===== src/rtl/uart_frame_pkg.sv =====
`timescale 1ns/1ps
package uart_frame_pkg;

  // Control word bit positions, decoded by neighbouring logic
  localparam int unsigned CTRL_EN_BIT = 0;
  localparam int unsigned CTRL_TX_BIT = 8;
  localparam int unsigned CTRL_RX_BIT = 9;

  typedef enum logic [1:0] {
    FR_IDLE  = 2'd0,
    FR_START = 2'd1,
    FR_DATA  = 2'd2,
    FR_STOP  = 2'd3
  } frame_state_e;

  // Width code to data bit count: 0 -> 5 ... 3 -> 8
  function automatic logic [3:0] width_of(input logic [1:0] code);
    return 4'd5 + {2'b00, code};
  endfunction

endpackage


===== src/rtl/uart_frame_tx.sv =====
`timescale 1ns/1ps
module uart_frame_tx
  import uart_frame_pkg::*;
#(
  parameter int unsigned OSR    = 16,
  parameter int unsigned DATA_W = 8
) (
  input  logic              clk,
  input  logic              rst,
  input  logic              tick,
  input  logic              go,
  input  logic [1:0]        wlen,
  input  logic              q_empty,
  input  logic [DATA_W-1:0] q_data,
  output logic              q_pop,
  output logic              txd
);

  localparam int unsigned TCW = $clog2(OSR);
  localparam int unsigned BCW = $clog2(DATA_W + 1);
  localparam logic [TCW-1:0] T_LAST = TCW'(OSR - 1);

  frame_state_e      state;
  logic [TCW-1:0]    tcnt;
  logic [BCW-1:0]    bcnt;
  logic [BCW-1:0]    nbits;
  logic [DATA_W-1:0] shreg;
  logic              bit_end;

  assign bit_end = tick && (tcnt == T_LAST);

  always_ff @(posedge clk) begin
    if (rst) begin
      state <= FR_IDLE;
      tcnt  <= '0;
      bcnt  <= '0;
      nbits <= BCW'(DATA_W);
      shreg <= '0;
      q_pop <= 1'b0;
      txd   <= 1'b1;
    end else begin
      q_pop <= 1'b0;
      if (tick && state != FR_IDLE) tcnt <= bit_end ? '0 : tcnt + 1'b1;
      case (state)
        FR_IDLE: begin
          txd <= 1'b1;
          if (go && !q_empty) begin
            q_pop <= 1'b1;
            shreg <= q_data;
            nbits <= BCW'(width_of(wlen));
            tcnt  <= '0;
            bcnt  <= '0;
            txd   <= 1'b0;
            state <= FR_START;
          end
        end
        FR_START: begin
          if (bit_end) begin
            txd   <= shreg[0];
            state <= FR_DATA;
          end
        end
        FR_DATA: begin
          if (bit_end) begin
            if (bcnt == nbits - 1'b1) begin
              txd   <= 1'b1;
              state <= FR_STOP;
            end else begin
              bcnt  <= bcnt + 1'b1;
              shreg <= shreg >> 1;
              txd   <= shreg[1];
            end
          end
        end
        FR_STOP: begin
          if (bit_end) state <= FR_IDLE;
        end
        default: state <= FR_IDLE;
      endcase
    end
  end


  pop_gate_chk: assert property (@(posedge clk) disable iff (rst)
    q_pop |-> $past(go && !q_empty));


  pop_single_chk: assert property (@(posedge clk) disable iff (rst)
    q_pop |=> !q_pop);


  tx_width_hold_chk: assert property (@(posedge clk) disable iff (rst)
    (state != FR_IDLE && $past(state) != FR_IDLE) |-> $stable(nbits));


  tx_start_low_chk: assert property (@(posedge clk) disable iff (rst)
    $rose(q_pop) |-> !txd);

endmodule


===== src/rtl/uart_frame_rx.sv =====
`timescale 1ns/1ps
module uart_frame_rx
  import uart_frame_pkg::*;
#(
  parameter int unsigned OSR       = 16,
  parameter int unsigned SAMPLE_AT = 8,
  parameter int unsigned DATA_W    = 8
) (
  input  logic              clk,
  input  logic              rst,
  input  logic              tick,
  input  logic              go,
  input  logic [1:0]        wlen,
  input  logic              rxd,
  output logic [DATA_W-1:0] rx_data,
  output logic              rx_valid
);

  localparam int unsigned TCW = $clog2(OSR);
  localparam int unsigned BCW = $clog2(DATA_W + 1);
  localparam logic [TCW-1:0] T_LAST = TCW'(OSR - 1);
  localparam logic [TCW-1:0] T_MID  = TCW'(SAMPLE_AT - 1);

  frame_state_e      state;
  logic [1:0]        sync;
  logic              line;
  logic [TCW-1:0]    tcnt;
  logic [BCW-1:0]    bcnt;
  logic [BCW-1:0]    nbits;
  logic [DATA_W-1:0] shreg;

  assign line = sync[1];

  always_ff @(posedge clk) begin
    if (rst) sync <= 2'b11;
    else     sync <= {sync[0], rxd};
  end

  always_ff @(posedge clk) begin
    if (rst) begin
      state    <= FR_IDLE;
      tcnt     <= '0;
      bcnt     <= '0;
      nbits    <= BCW'(DATA_W);
      shreg    <= '0;
      rx_data  <= '0;
      rx_valid <= 1'b0;
    end else begin
      rx_valid <= 1'b0;
      case (state)
        FR_IDLE: begin
          if (go && !line) begin
            tcnt  <= '0;
            bcnt  <= '0;
            nbits <= BCW'(width_of(wlen));
            state <= FR_START;
          end
        end
        FR_START: begin
          if (tick) begin
            if (tcnt == T_MID) begin
              tcnt  <= '0;
              state <= line ? FR_IDLE : FR_DATA;
            end else begin
              tcnt <= tcnt + 1'b1;
            end
          end
        end
        FR_DATA: begin
          if (tick) begin
            if (tcnt == T_LAST) begin
              tcnt  <= '0;
              shreg <= {line, shreg[DATA_W-1:1]};
              if (bcnt == nbits - 1'b1) state <= FR_STOP;
              else                      bcnt  <= bcnt + 1'b1;
            end else begin
              tcnt <= tcnt + 1'b1;
            end
          end
        end
        FR_STOP: begin
          if (tick) begin
            if (tcnt == T_LAST) begin
              state <= FR_IDLE;
              if (line) begin
                rx_data  <= shreg >> (DATA_W - 32'(nbits));
                rx_valid <= 1'b1;
              end
            end else begin
              tcnt <= tcnt + 1'b1;
            end
          end
        end
        default: state <= FR_IDLE;
      endcase
    end
  end


  rx_stop_high_chk: assert property (@(posedge clk) disable iff (rst)
    rx_valid |-> $past(line));


  rx_strobe_single_chk: assert property (@(posedge clk) disable iff (rst)
    rx_valid |=> !rx_valid);


  rx_width_hold_chk: assert property (@(posedge clk) disable iff (rst)
    (state != FR_IDLE && $past(state) != FR_IDLE) |-> $stable(nbits));


  rx_start_low_chk: assert property (@(posedge clk) disable iff (rst)
    ($past(state) == FR_START && state == FR_DATA) |-> !$past(line));

endmodule


===== src/rtl/uart_frame_engine.sv =====
`timescale 1ns/1ps
module uart_frame_engine
  import uart_frame_pkg::*;
#(
  parameter int unsigned OSR       = 16,
  parameter int unsigned SAMPLE_AT = 8,
  parameter int unsigned DATA_W    = 8,
  parameter int unsigned CTRL_W    = 16
) (
  input  logic              clk,
  input  logic              rst,
  input  logic              tick_i,
  input  logic [CTRL_W-1:0] ctrl_i,
  input  logic [1:0]        wlen_i,
  input  logic              txq_empty_i,
  input  logic [DATA_W-1:0] txq_data_i,
  output logic              txq_pop_o,
  output logic              txd_o,
  input  logic              rxd_i,
  output logic [DATA_W-1:0] rx_data_o,
  output logic              rx_valid_o
);

  logic tx_go;
  logic rx_go;

  assign tx_go = ctrl_i[CTRL_EN_BIT] && ctrl_i[CTRL_TX_BIT];
  assign rx_go = ctrl_i[CTRL_EN_BIT] && ctrl_i[CTRL_RX_BIT];

  uart_frame_tx #(.OSR(OSR), .DATA_W(DATA_W)) u_tx (
    .clk     (clk),
    .rst     (rst),
    .tick    (tick_i),
    .go      (tx_go),
    .wlen    (wlen_i),
    .q_empty (txq_empty_i),
    .q_data  (txq_data_i),
    .q_pop   (txq_pop_o),
    .txd     (txd_o)
  );

  uart_frame_rx #(.OSR(OSR), .SAMPLE_AT(SAMPLE_AT), .DATA_W(DATA_W)) u_rx (
    .clk      (clk),
    .rst      (rst),
    .tick     (tick_i),
    .go       (rx_go),
    .wlen     (wlen_i),
    .rxd      (rxd_i),
    .rx_data  (rx_data_o),
    .rx_valid (rx_valid_o)
  );

endmodule


===== config.mk =====
export PLATFORM = sky130hd
export DESIGN_NAME = uart_frame_engine
export DESIGN_NICKNAME = d
export VERILOG_FILES = /design/src/rtl/uart_frame_pkg.sv /design/src/rtl/uart_frame_tx.sv /design/src/rtl/uart_frame_rx.sv /design/src/rtl/uart_frame_engine.sv
export SDC_FILE = /design/constraint.sdc
export NUM_CORES = 1
export LEC_CHECK = 0
export ABC_AREA = 1
export BUFFER_PORTS_ARGS = -buffer_cell sky130_fd_sc_hd__buf_2
export CAP_MARGIN = 20
export CORE_ASPECT_RATIO = 1.25
export CORE_MARGIN = 2
export CORE_UTILIZATION = 59
export DETAILED_ROUTE_END_ITERATION = 10
export PLACE_DENSITY = 0.84
export SLEW_MARGIN = 20
export SYNTH_ARGS = -nofsm -noshare
export SYNTH_HDL_FRONTEND = slang
export SYNTH_SLANG_ARGS = --single-unit

===== constraint.sdc =====
create_clock -name clk -period 3.1 [get_ports clk]
set_input_delay 0.62 -clock clk [delete_from_list [all_inputs] [get_ports clk]]
set_output_delay 0.62 -clock clk [all_outputs]
set_load 0.02 [all_outputs]

# Yosys cells after proc, flatten, opt, wreduce, memory -nomap -nowiden

Cells that the tools add are included.

Flip-flop bits (word level): 57
Output and inout bits: 11
Input port bits: 31

Equal/unequal tests: 27
Shift-type cells: 1
Reduce and logical (&&, ||, !) cells: 26
$add $sub $neg: 8
Bitwise logic cells: 4
Multiplexer cells: 47

Operators with widths:

| cell                                                               | number |
|---|---|
| 4-bit 2-to-1 mux                                                   | 17 |
| 8-bit by 32-bit >> shifter with 8-bit output                       | 1 |
| 2-bit 2-to-1 mux                                                   | 14 |
| 8-bit 2-to-1 mux                                                   | 3 |
| 2-bit by 1-bit != test with 1-bit output, second input constant    | 10 |
| 4-bit by 1-bit adder with 4-bit output, second input constant      | 4 |
| 2-bit case mux with 4 select lines                                 | 2 |
| 4-bit case mux with 2 select lines                                 | 2 |
| 4-bit case mux with 4 select lines                                 | 1 |
| 8-bit case mux with 2 select lines                                 | 1 |
| 5-bit AND reduction                                                | 3 |
| 2-bit != test, second input constant                               | 6 |
| 2-bit equality test, second input constant                         | 4 |
| 4-bit equality test                                                | 2 |
| 4-bit equality test, second input constant                         | 2 |
| 4-bit AND reduction                                                | 2 |
| 8-bit AND reduction                                                | 1 |
| 4-bit by 1-bit subtractor with 4-bit output, second input constant | 2 |
| 1-bit logical AND                                                  | 6 |
| 1-bit 2-to-1 mux                                                   | 6 |
| 3-bit AND reduction                                                | 2 |
| 2-bit nonzero test                                                 | 3 |
| 4-bit by 4-bit subtractor with 5-bit output, first input constant  | 1 |
| 3-bit by 2-bit adder with 4-bit output, first input constant       | 1 |
| other kinds (10)                                                   | 17 |

# Logic depth before layout (Yosys ltp)

Gate-level depths: netlist of run 1.

Word-level depth: 6
Gate-level depth with buffers: 14
Depth with buffers taken out: 14

# Cells and area by module

Synthesis of run 1 repeated with hierarchy kept, for this count alone.

Cell total of the unflattened synthesis: 443
Area, all modules: 3216.8 µm²

By module, submodules not included:

| module            | area an instance (µm²) | times used | cells each | sequential area each (µm²) |
|---|---|---|---|---|
| uart_frame_rx     | 1767.9                 | 1          | 250        | 660.6 |
| uart_frame_tx     | 1433.9                 | 1          | 189        | 480.5 |
| uart_frame_engine | 15.0                   | 1          | 4          | 0.0 |

# Worst setup path before layout of run 1

Ideal clock, no wire load.

Path kind: register -> register
From: register u_rx.nbits[0]
To: register u_rx.bcnt[0]
Slack: 1.312 ns
Data required time: 2.988 ns
Clock period less this slack: 1.788 ns
Buffers on the path: 2
Data arrival time: 1.676 ns
Setup time: 0.112 ns
Cell stages (with the launch flop): 13
Path through: dfxtp_1 -> inv_1 -> buf_2 -> ha_1 -> buf_2 -> xor2_1 -> nand2_1 -> nor2_1 -> nand3_1 -> nand2_1 -> inv_1 -> nor2_1 -> nor2_1

Word-level cells in the longest chain between the ends: 4

Ends and longest elaborated chain:

| element                                     | RTL line            | source |
|---|---|---|
| start, declared                             | uart_frame_rx.sv:29 | `logic [BCW-1:0] nbits;` |
| start signal, assigned                      | uart_frame_rx.sv:44 | `nbits <= BCW'(DATA_W);` |
| start signal, assigned                      | uart_frame_rx.sv:55 | `nbits <= BCW'(width_of(wlen));` |
| 4-bit by 1-bit subtractor with 4-bit output | uart_frame_rx.sv:74 | `if (bcnt == nbits - 1'b1) state <= FR_STOP;` |
| 4-bit equality test                         | uart_frame_rx.sv:74 |  |
| 2-bit != test (no line)                     | -                   |  |
| 5-bit AND reduction (no line)               | -                   |  |
| end signal, assigned                        | uart_frame_rx.sv:75 | `else bcnt <= bcnt + 1'b1;` |
| end, declared                               | uart_frame_rx.sv:28 | `logic [BCW-1:0] bcnt;` |

Every way passes these cells.
A chain may end at the register's enable or synchronous reset.

# Final worst setup path of run 1

From: register u_rx.nbits[0]
To: register u_rx.bcnt[1]

The elaborated chain is that of the path after synthesis.

==> results of run 1 <==
final cells by class:
type,instances,share of cell area (%)
tap,62,2.23
multi-input combinational,349,49.7
timing repair buffer,30,4.47
inverter,43,4.65
clock buffer,13,5.15
clock inverter,2,1.01
sequential,57,32.8
registers in the layout (all words and copies together), names as in the netlist, named ones only:
register / cells
u_rx.rx_data: 8
u_rx.shreg: 8
u_tx.shreg: 8
u_rx.bcnt: 4
u_rx.nbits: 4
u_rx.tcnt: 4
u_tx.bcnt: 4
u_tx.nbits: 4
u_tx.tcnt: 4
u_rx.sync: 2
u_tx.state: 2
u_rx.rx_valid: 1
u_rx.state: 1
u_tx.q_pop: 1
u_tx.txd: 1
cell usage in the layout, fill, tap and decap left out, drive strengths merged:
cell type  synthesis  layout
o21ai             33      33
o21a               2       2
clkinv             2       3
nor2              73      73
nand4              2       2
inv               41      41
nand2            131     131
dfxtp             57      57
o22ai              2       2
xnor2              3       3
nand3             43      43
clkbuf             4      13
nor3               1       1
ha                12      12
a21oi             27      27
buf                7      30
bufinv             0       1
a211oi             1       1
nand3b             4       4
or2                3       3
xor2              12      12
metrics by stage:
step	hold slack (ns)	worst slack [ns]	util [%]	instances	power (mW)
3_5_place_dp	0.412	0.780	64.2	541	1.50
2_1_floorplan	0.389	1.31	-	460	1.38
6_report	0.425	0.741	68.4	556	2.22
4_1_cts	0.423	0.763	68.4	556	2.23
5_1_grt	0.447	0.444	68.4	556	2.37
3_3_place_gp	0.400	0.852	64.2	541	1.47
routing by layer:
metal / routed length, microns / track usage [%] / part of all wire, %
met1: 2750 / 27.5 / 42
met2: 3380 / 44.5 / 52
met3: 210 / 5.70 / 3.2
met4: 173 / 10.3 / 2.7
met5: 0 / 0 / 0
report_power, final:
group	internal [mW]	switching, mW	total, mW
logic	0.204	0.411	0.615
registers	0.810	0.0615	0.871
clock network	0.453	0.283	0.736
total	1.47	0.755	2.22
kinds of logic (layout without fill, tap and decap cells):
kind of cell / after synthesis / count (layout) / synth area share, %
and+or+nand+nor: 257 / 257 / 35.7
DFF: 57 / 57 / 37.0
buffers and inverters: 54 / 88 / 7.17
AOI/OAI and AO/OA: 65 / 65 / 11.1
adders and majority gates: 12 / 12 / 4.86
xor gates and xnor gates: 15 / 15 / 4.25
synthesized netlist by cell type:
master / count / area [sq um]
nand2_1: 128 / 480
nor2_1: 67 / 251
dfxtp_1: 57 / 1140
nand3_1: 42 / 210
inv_1: 38 / 143
o21ai_0: 28 / 140
a21oi_1: 26 / 130
ha_1: 12 / 150
xor2_1: 12 / 105
clkbuf_1: 4 / 15.0
nand3b_1: 4 / 30.0
nor2_2: 4 / 25.0
o21ai_1: 4 / 20.0
buf_2: 3 / 15.0
inv_2: 3 / 11.3
or2_2: 3 / 18.8
xnor2_1: 3 / 26.3
buf_4: 2 / 15.0
clkinv_1: 2 / 7.51
nand2_2: 2 / 12.5
nand4_1: 2 / 12.5
nor2_4: 2 / 22.5
o21a_1: 2 / 15.0
o22ai_1: 2 / 12.5
a211oi_1: 1 / 7.51
a21oi_2: 1 / 8.76
buf_1: 1 / 3.75
buf_6: 1 / 11.3
nand2_4: 1 / 11.3
nand3_2: 1 / 10.0
nor3_4: 1 / 16.3
o21ai_2: 1 / 8.76
final timing paths:
| kind | startpoint | endpoint | slack [ns] |
|---|---|---|---|
| hold reg to reg | u_rx.sync[0] | u_rx.sync[1] | 0.42 |
| setup reg to reg | u_rx.nbits[0] | u_rx.bcnt[1] | 0.74 |
| setup / recovery | u_rx.nbits[0] | u_rx.bcnt[1] | 0.74 |
| hold / removal | u_rx.sync[0] | u_rx.sync[1] | 0.42 |
==> results.md, run 1 <==
Floorplan:
- The height of the die is 84.9 microns.
- The die is 68.7 microns wide.
- The count of standard-cell rows is 29.
- The initial core utilization is 60.8%.
- The region available for standard cell placement spans 0.00508 sq mm.
- The number of primary I/O pins is 42.
- The die area is 0.00583 sq mm.

Critical path:
- The number of buffer and inverter instances along the worst setup path is 2.
- STA puts the critical path data arrival time at 2.58 ns.
- The delay of the slowest critical-path stage is 0.55 ns.
- The critical path runs through a total of 10 cells.
- The worst setup path is launched from a flop.
- For the worst setup path, the data required time is 3.32 ns.
- Traced cell by cell, the critical path runs through inv_1 -> ha_1 -> xor2_1 -> nand2_1 -> nor2_1 -> nand3_1 -> nand2_1 -> inv_1 -> nor2_1 -> nor2_1.
- The highest fanout seen on the critical path is 12.
- The critical setup path kind is flop to flop.
- The worst register-to-register path has a depth of 10.
- The cell at the slowest stage of the critical path is dfxtp_1.
- The kind of end point of the critical path is a flop.
- The cell that appears most often on the critical path is nor2_1.
- The cell type group with the largest total delay on the critical path is simple AND/OR/NAND/NOR gates.

Final layout:
- The area used by sequential logic in the layout is 0.00114 sq mm.
- The area occupied by multi-input gates is 0.00173 sq mm.
- Of the cells placed in the final design, the portion with a size suffix greater than 1 is 13.0%.
- The layout filler cell count is 441.
- In the final design database the tool counted 533 nets.
- The area growth from synthesis to layout is 12.5%.
- The finished cells cover 0.00347 sq mm.
- The number of antenna diodes in the final layout is 0.

Synth:
- The synthesized netlist occupies a cell area of 0.00309 sq mm.
- After synthesis the netlist holds a flip-flop and latch count of 57.
- The number of different library cells in the post-synthesis netlist is 32.
- The number of nets in the synthesized netlist is 503.
- The number of warnings reported in the yosys synthesis log is 0.
- Synthesis handed over a netlist of 460 instances.
- Averaged over all synthesized cells, the footprint is 6.71 sq um.
- The sequential share of the synthesized area is 37.0%.

Global route:
- The maximum number of pins on one net before global-route repair is 22.
- The initial antenna violation count is 0.
- The first global-routing pass estimated 11,400 microns of wire.
- The aggregate global-route resource usage is 25.0%.
- The final global-route overflow total is 0.
- The via count of the first global-routing pass is 2,820.

Route:
- The routed layout has 2,933 vias.
- The first TritonRoute pass finished after 4 iterations.
- Summed over all layers, the routed wires come to 6510 microns.
- Dividing the detail-routed wire length by the instance count gives 11.7 microns.
- The first routing iteration left 187 violations.
- The detail route stage leaves a number of antenna-violating nets equal to 0.
- After detailed routing, the number of remaining DRC violations is 0.
- After detailed routing, the number of vias per cell comes to 5.28.

CTS:
- Buffers inserted during clock tree synthesis total 9.
- The later pin in the worst-skew pair is clocked with a latency of 0.33 ns.
- The depth of the CTS H-tree is 3.
- The number of resized instances in the post-cts repair step is 0.
- Clock-pin slew was measured on the worst setup and hold paths at 0.06 ns.
- The post-CTS repair timing setup buffer count is 0.
- The clock passes through at most 2 buffers.
- For this design, the CTS-stage hold fixing added 0 buffers.
- Clock tree synthesis found a total of 57 sinks.
- The root buffer selected by CTS is clkbuf_8.
- The clock tree from TritonCTS is yes.

Power:
- The reported leakage power is 1.63 nW.
- In this run the power density over the cells is 640 mW/mm^2.
- The maximum vdd drop is 0.475 mV.

Placed design:
- The global placer's final weighted congestion is 0.906.
- The total placed instance area is 0.00326 sq mm.
- Port buffering added 28 buffers.
- Summed over all nets, the half-perimeter wirelength after detailed placement is 4780 microns.

Timing:
- In this run the tightest slew margin relative to its limit is 68.9%.
- Setup violations remaining at the end of the flow were counted as 0.
- For the finished layout, the period the worst path requires is 2.36 ns.
- The number of endpoints with negative hold slack in the final report is 0.
- At the pin with the least slew margin, the transition time is 0.465 ns.
- The worst setup skew after layout is 0.00577 ns.
- In the final timing run, aggregate negative setup slack is 0 ns.
- The share of the clock period used by the worst path is 76.1%.
- The total count of max-transition violations in the final report came to 0.
- The top achievable clock speed is 0.424 GHz.
- Setup repair after global routing left no endpoint under its margin.

Job:
- The number of max-capacitance violations reported is 0.

Worst hold path:
- The worst hold path stage count is 1.
- The class of the most critical hold timing path is flop to flop.

Status:
- The flow ran to the end, and the final reports show no timing, DRC or antenna violations.
Power figures use the tool's default switching activity.
==> inputs of run 2 (changes only) <==
--- a/config.mk
+++ b/config.mk
@@ -10,9 +10,9 @@
 export CAP_MARGIN = 20
 export CORE_ASPECT_RATIO = 1.25
 export CORE_MARGIN = 2
-export CORE_UTILIZATION = 59
+export CORE_UTILIZATION = 57
 export DETAILED_ROUTE_END_ITERATION = 10
-export PLACE_DENSITY = 0.84
+export PLACE_DENSITY = 0.82
 export SLEW_MARGIN = 20
 export SYNTH_ARGS = -nofsm -noshare
 export SYNTH_HDL_FRONTEND = slang
==> constraint.sdc (replaced) <==
create_clock -name clk -period 2.3 [get_ports clk]
set_input_delay 0.46 -clock clk [delete_from_list [all_inputs] [get_ports clk]]
set_output_delay 0.46 -clock clk [all_outputs]
set_load 0.02 [all_outputs]
==> run 2 against run 1 <==
- register-to-register slack got worse by 0.39 ns
- sequential cell count is the same
- design area decreased by 0.32%
- core utilization fell by 1.2 points
- hold slack got worse by 0.13 ns
- first-iteration DRC count down 21%
- clock-buffer cell count decreased by 1
- critical endpoint is now u_tx.shreg[6]
- clock skew up 0.00060 ns
- sequential power is 33% higher
==> results.md, run 2 (synthesis results as in run 1) <==
Floorplan:
- For this design the top-level I/O count stands at 42.
- The die is 86.3 microns tall.
- The die is 69.8 microns wide.
- The die area is 0.00603 sq mm.
- The core region area is 0.00515 sq mm.
- Once the floorplan was initialized, standard cells occupied 59.9% of the core.
- The count of standard-cell rows is 29.

Critical path:
- The slack of the worst reg-to-reg path is 0.35 ns.
- The critical setup path kind is flop to flop.
- STA classifies the critical path startpoint as a flop.
- The signal on the critical path passes through inv_1 -> ha_1 -> xor2_1 -> nand2_1 -> nor2_1 -> nand3_2 -> nand2_2 -> inv_1 -> nor2_1 -> nor2_1.
- The most prevalent standard cell on the critical path is nor2_1.
- Along the worst path, the maximum fanout reaches 13.
- The endpoint identified for the worst register-to-register timing path is u_tx.shreg[6].
- The required time at the endpoint of the critical path is 2.54 ns.
- The critical path data arrival time is 2.19 ns.
- The most critical setup path has its startpoint at u_tx.nbits[0].
- The delay of the slowest critical-path stage is 0.34 ns.
- The cell at the slowest stage of the critical path is dfxtp_1.
- The launch point of the worst reg-to-reg path is u_tx.nbits[0].
- The depth of the worst register-to-register path is 10.
- The kind of end point of the critical path is a flop.

CTS:
- TritonCTS built the clock tree.
- The number of resized instances in the post-cts repair step is 0.
- Counting the buffers created by CTS gives 9.
- Clock tree synthesis found a total of 57 sinks.
- Buffers inserted to repair hold after CTS numbered 0.
- The depth of the CTS H-tree is 3.
- The post-CTS repair timing setup buffer count is 0.
- Clock latency on the worst-skew pair, taken at its later pin, is 0.35 ns.
- The number of buffers on the longest clock path is 2.
- Clock-pin slew was measured on the worst setup and hold paths at 0.07 ns.
- The root buffer cell chosen for the clock tree is clkbuf_8.

Global route:
- Global routing consumed, on the met1 layer, 26.4% of the routing resources.
- Global routing finished with a remaining overflow of 0.
- The most congested layer reported by global routing is met2.
- The met2 layer usage reported by global route is 44.8%.
- The maximum number of pins on one net before global-route repair is 23.
- The initial antenna violation count is 0.
- The via count of the first global-routing pass is 2,844.
- For met3 alone, demand over resource in global routing was 5.00%.
- The aggregate global-route resource usage is 24.3%.
- The global-route wire length before repair is 11,900 microns.

Final layout:
- The finished cells cover 0.00346 sq mm.
- Cells with a size suffix above 1 make up 13.5% of the layout.
- The finished layout holds 559 standard cells, fillers aside.
- Once layout is complete, the utilization of the core stands at 67.2%.
- The number of nets in the finished design is 536.
- The library cells used most frequently in the layout, excluding fill and tap cells, are 128 x nand2_1, 67 x nor2_1, 57 x dfxtp_1, 42 x nand3_1, 38 x inv_1.
- From synthesis to final layout, the design area changed by 12.2%.
- In the final layout, the registers with the most flip-flops are u_rx.rx_data: 8 flops, u_rx.shreg: 8 flops, u_tx.shreg: 8 flops.
- The commonest non-fill, non-tap cell in the layout is nand2_1.
- The antenna diode count is 0.

Timing:
- The number of endpoints with negative hold slack in the final report is 0.
- Setup violations remaining at the end of the flow were counted as 0.
- The slack of the critical path is 0.352 ns.
- In this run the tightest slew margin relative to its limit is 69.8%.
- For the finished layout, the period the worst path requires is 1.95 ns.
- Setup repair after global routing left no endpoint under its margin.
- After layout, the worst path uses 84.7% of the clock period.
- The slew of the pin with the lowest slew margin is 0.451 ns.
- The worst hold slack is 0.294 ns.
- The top achievable clock speed is 0.513 GHz.
- Clock skew on the completed layout was measured at 0.00637 ns.
- The total count of max-transition violations in the final report was 0.
- The setup TNS is 0 ns.

Worst hold path:
- The class of the most critical hold timing path is input port to flop.
- Along the worst hold path, the cell count comes to 2.
- The worst hold path begins at rxd_i.
- The endpoint of the worst hold path is u_rx.sync[0].

Power:
- The fraction of power consumed by combinational cells is 29.5%.
- The internal power is 1.84 mW.
- The total power is 2.89 mW.
- For this design the ratio of total power to cell area is 834 mW/mm^2.
- The share of total power consumed by net switching is 36.2%.
- The proportion of power drawn by flip-flops and latches is 40.3%.
- The worst-case IR drop observed on VDD is 0.653 mV.
- The reported leakage power is 1.64 nW.
- Of the total power, the clock network draws 30.2%.
- In this run the power spent charging and discharging nets is 1.05 mW.

Status:
- The flow ran to the end, and the final reports show no timing, DRC or antenna violations.

Route:
- Once detail routing completed, the nets flagged for antenna violations numbered 0.
- For this run, the detailed router's first-pass iteration total came to 4.
- In this run, the number of DRC markers left after iteration 0 of detailed routing was 147.
- The via total after detailed routing is 2,966.
- The average via count per standard cell is 5.31.
- Dividing the detail-routed wire length by the instance count gives 12.0 microns.
- For this run, design rule violations remaining after detail routing come to 0.
- The final wirelength is 6700 microns.

Placed design:
- The total placed instance area is 0.00328 sq mm.
- Summed over all nets, the half-perimeter wirelength after detailed placement is 4880 microns.
- Routability-driven placement finished with a final weighted congestion of 0.889.
- The number of placed instances with taps included is 544.
- The worst setup slack before clock tree synthesis is 0.356 ns.
- The number of buffers added on ports is 28.

Job:
- The number of max-capacitance violations reported is 0.
==> run 2: cell types whose count changed in the layout (fill, tap and decap cells not counted) <==
cell and change:
clkinv_2 +2, clkbuf_8 -1, buf_4 +3, bufinv_16 -1
==> run 2: routing by layer <==
metal | share of wire (%) | wire length (microns)
met2 | 52 | 3490
met4 | 2.4 | 163
met5 | 0 | 0
met3 | 3.8 | 256
met1 | 42 | 2790
==> run 2: layout make-up <==
cell class	instances	area (sq um)
tap	62	77.6
clock buffer	12	165
clock inverter	3	15.0
timing repair buffer	33	178
sequential	57	1140
multi-input combinational	349	1730
fill	457	1690
inverter	43	161
==> run 2: critical path: cells and delay by family, from the launching register on <==
| family | cells | cell delay [ns] |
|---|---|---|
| xor+xnor | 1 | 0.14 |
| fa+ha+maj | 1 | 0.30 |
| buf+inv | 2 | 0.24 |
| flops | 1 | 0.34 |
| simple gates | 6 | 0.81 |
==> run 2: how the worst max path moves through the flow <==
| stage | to | slack [ns] | depth (start not counted) |
|---|---|---|---|
| after floorplan | u_rx.bcnt[0] | 0.51 | 12 |
| after global placement | u_tx.shreg[6] | 0.39 | 10 |
| after detailed placement | u_tx.shreg[6] | 0.36 | 10 |
| after CTS | u_tx.shreg[6] | 0.36 | 10 |
| after global routing | u_tx.shreg[2] | 0.13 | 10 |
| final | u_tx.shreg[6] | 0.35 | 10 |
==> run 2: power groups by stage <==
stage	Sequential (mW)	Clock, mW	Combinational, mW
after CTS	1.16	0.885	0.850
after floorplan	1.18	0	0.686
final	1.16	0.873	0.852
after detailed placement	1.19	0	0.843
after global routing	1.18	0.928	0.979
after global placement	1.18	0	0.816
==> inputs of run 3 (changes only) <==
==> constraint.sdc (replaced) <==
create_clock -name clk -period 1.9 [get_ports clk]
set_input_delay 0.38 -clock clk [delete_from_list [all_inputs] [get_ports clk]]
set_output_delay 0.38 -clock clk [all_outputs]
set_load 0.02 [all_outputs]
==> run 3 against run 2 <==
- hold slack worse by 0.067 ns
- cell count up 1.3%
- sequential cell count unchanged
- design area up 1.4%
- non-clock buffer count up 6
- power up 20%
- largest power group unchanged
- highest routed layer unchanged
==> results.md, run 3 (synthesis results as in run 1) <==
Status:
- The run finished with clean final reports.

Route:
- The number of nets still failing antenna checks after routing is 0.
- Wires add up to 6800 microns.
- In the routed layout, each cell is associated on average with a via count of 5.25.
- The number of iterations in the first detailed-routing pass is 4.
- After detailed routing, the average wire length per cell comes to 12.0 microns.
- In the routed design, unresolved DRC markers number 0.
- After the first detailed-routing iteration, the DRC count stood at 154.
- The via total after detailed routing is 2,970.

Critical path:
- The delay of the slowest critical-path stage is 0.36 ns.
- The critical path is of the flop to flop type.
- The reg-to-reg endpoint is u_tx.shreg[6].
- For the worst setup path, the data required time is 2.13 ns.
- The most prevalent standard cell on the critical path is nor2_1.
- The worst register-to-register path begins at u_tx.nbits[0].
- The critical path goes through inv_1 -> ha_1 -> xor2_1 -> nand2_1 -> nor2_1 -> nand3_2 -> nand2_4 -> inv_2 -> nor2_1 -> nor2_1.
- The worst setup path is captured at a flop.
- The critical path data arrival time is 1.97 ns.
- The slack of the worst reg-to-reg path is 0.16 ns.
- The number of cells on the worst reg-to-reg path is 10.
- Along the worst path, the maximum fanout reaches 8.
- The worst setup path is launched from a flop.
- The cell at the slowest stage of the critical path is dfxtp_1.

Final layout:
- Of the cells placed in the final design, the portion with a size suffix greater than 1 is 15.3%.
- The repair_antennas step left the layout with diodes totalling 0.
- The largest registers in the layout are u_rx.rx_data: 8 flops, u_rx.shreg: 8 flops, u_tx.shreg: 8 flops.
- The filler cells instantiated in the layout total 431.
- The commonest non-fill, non-tap cell in the layout is nand2_1.
- The post-route core utilization is 68.2%.
- Summing all multi-input logic gate instances after layout gives 0.00175 sq mm.
- Once layout is done, the placed cells without fillers occupy 0.00351 sq mm.
- The area used by sequential logic in the layout is 0.00114 sq mm.
- From synthesis to final layout, the design area changed by 13.7%.
- In the layout the commonest cells are 128 x nand2_1, 66 x nor2_1, 57 x dfxtp_1, 41 x nand3_1, 36 x inv_1.
- The number of nets in the finished design is 542.

CTS:
- The number of gates resized after CTS was 0.
- The total clock buffers created by CTS is 9.
- After clock tree synthesis, the clock-pin slew on the worst setup and hold paths is 0.06 ns.
- The number of buffers on the longest clock path is 2.
- The H-tree was split into 3 levels.
- The hold-fix buffer count after cts is 0.
- For this design, the sink count on the clock tree is 57.
- Buffers added to address setup during post-CTS repair amount to 0.
- At the later pin of the worst-skew pair, clock insertion delay measures 0.34 ns.
- The clock tree from TritonCTS is yes.
- The root buffer selected by CTS is clkbuf_8.

Worst hold path:
- The min-delay analysis places its worst path in the category input port to flop.
- The startpoint of the most critical hold path is rxd_i.
- Along the worst hold path, the cell count comes to 2.
- The worst hold path terminates at u_rx.sync[0].

Job:
- The number of max-capacitance violations reported is 0.

Power:
- The reported leakage power is 1.65 nW.
- VDD sags by at most 0.787 mV.
- For this design the ratio of total power to cell area is 984 mW/mm^2.

Timing:
- The share of the clock period used by the worst path is 91.6%.
- Summed over all failing endpoints, the final setup total negative slack is 0 ns.
- Setup repair after global routing left no endpoint under its margin.
- Setup violations remaining at the end of the flow were counted as 0.
- The clock period could shrink to 1.74 ns.
- The total count of max-transition violations in the final report is 0.
- The clock arrives with 0.00681 ns of skew.
- The slack of the critical path is 0.160 ns.
- The slew of the pin with the lowest slew margin is 0.429 ns.
- The number of endpoints with negative hold slack in the final report came to 0.
- Measured against its own limit, the worst slew margin works out to 71.3%.
- Timing would allow up to 0.575 GHz.

Global route:
- The global-route wire length before repair is 12,000 microns.
- The final global-route overflow total is 0.
- The via count of the first global-routing pass was 2,855.
- The initial antenna violation count is 0.
- Entering global routing, the biggest net connects 21 pins.
- The aggregate global-route resource usage is 24.6%.

Placed design:
- At the placement stage, the worst setup path has a slack of 0.114 ns.
- The total placed instance area is 0.00333 sq mm.
- Summed over all nets, the half-perimeter wirelength after detailed placement is 5030 microns.
- The congestion estimate from routability-driven global placement came to 0.848.
- The number of buffers added on ports is 28.

Floorplan:
- The die is 69.8 microns wide.
- The height of the die is 86.3 microns.
- The initial core utilization is 59.9%.
- The core region is 0.00515 sq mm.
- The floorplan step defined a die boundary enclosing 0.00603 sq mm.
- The number of primary I/O pins is 42.
- The initialized floorplan defines 29 standard-cell rows.
## run 3: cell count changes in the layout (fill, tap and decap cells not counted), moves of 2 or more
cell,previous run,this run
buf_4,5,11
inv_2,3,5
clkbuf_1,0,3
inv_1,38,36
clkbuf_8,12,9
## run 3: how the worst max path moves through the flow
stage / startpoint / end / slack [ns] / cells after the start
detailed placement: u_rx.nbits[0] / u_rx.bcnt[1] / 0.11 / 10
CTS: u_rx.nbits[0] / u_rx.bcnt[1] / 0.09 / 10
floorplan: u_rx.nbits[0] / u_rx.bcnt[0] / 0.11 / 12
finish: u_tx.nbits[0] / u_tx.shreg[6] / 0.16 / 10
global route: u_tx.nbits[0] / u_tx.shreg[1] / 0.03 / 10
global placement: u_rx.nbits[0] / u_rx.bcnt[1] / 0.16 / 10
## run 3: worst max-delay path, delay by kind of cell, from the launching register on
family        cells  cell delay (ns)
simple gates      6             0.67
flops             1             0.36
fa+ha+maj         1             0.31
buf+inv           2             0.17
xor+xnor          1             0.13
## run 3: area by class of cell
cell class / instances / share of cell area, %
clock buffer: 12 / 3.85
clock inverter: 4 / 0.570
inverter: 43 / 4.60
multi-input combinational: 349 / 49.9
sequential: 57 / 32.5
tap: 62 / 2.21
timing repair buffer: 39 / 6.34
## run 3: layer usage
| metal | share of wire (%) | up-vias | global-route usage, % |
|---|---|---|---|
| met2 | 52 | 71 | 46.1 |
| li1 | - | 1551 | - |
| met1 | 41 | 1330 | 26.2 |
| met4 | 2.6 | 0 | 10.7 |
| met5 | 0 | - | 0 |
| met3 | 4.4 | 18 | 5.58 |
## run 3: metrics by stage
| stage | cells | total power [mW] | hold slack [ns] |
|---|---|---|---|
| after detailed placement | 550 | 2.49 | 0.394 |
| after floorplan | 460 | 2.25 | 0.389 |
| final | 566 | 3.46 | 0.227 |
| after CTS | 566 | 3.42 | 0.220 |
| after global routing | 566 | 3.69 | 0.230 |
| after global placement | 550 | 2.45 | 0.396 |
## run 3: power breakdown
part	internal (mW)	total, mW	switching (mW)
clock	0.464	0.935	0.470
combinational	0.398	1.11	0.712
sequential	1.32	1.41	0.0915
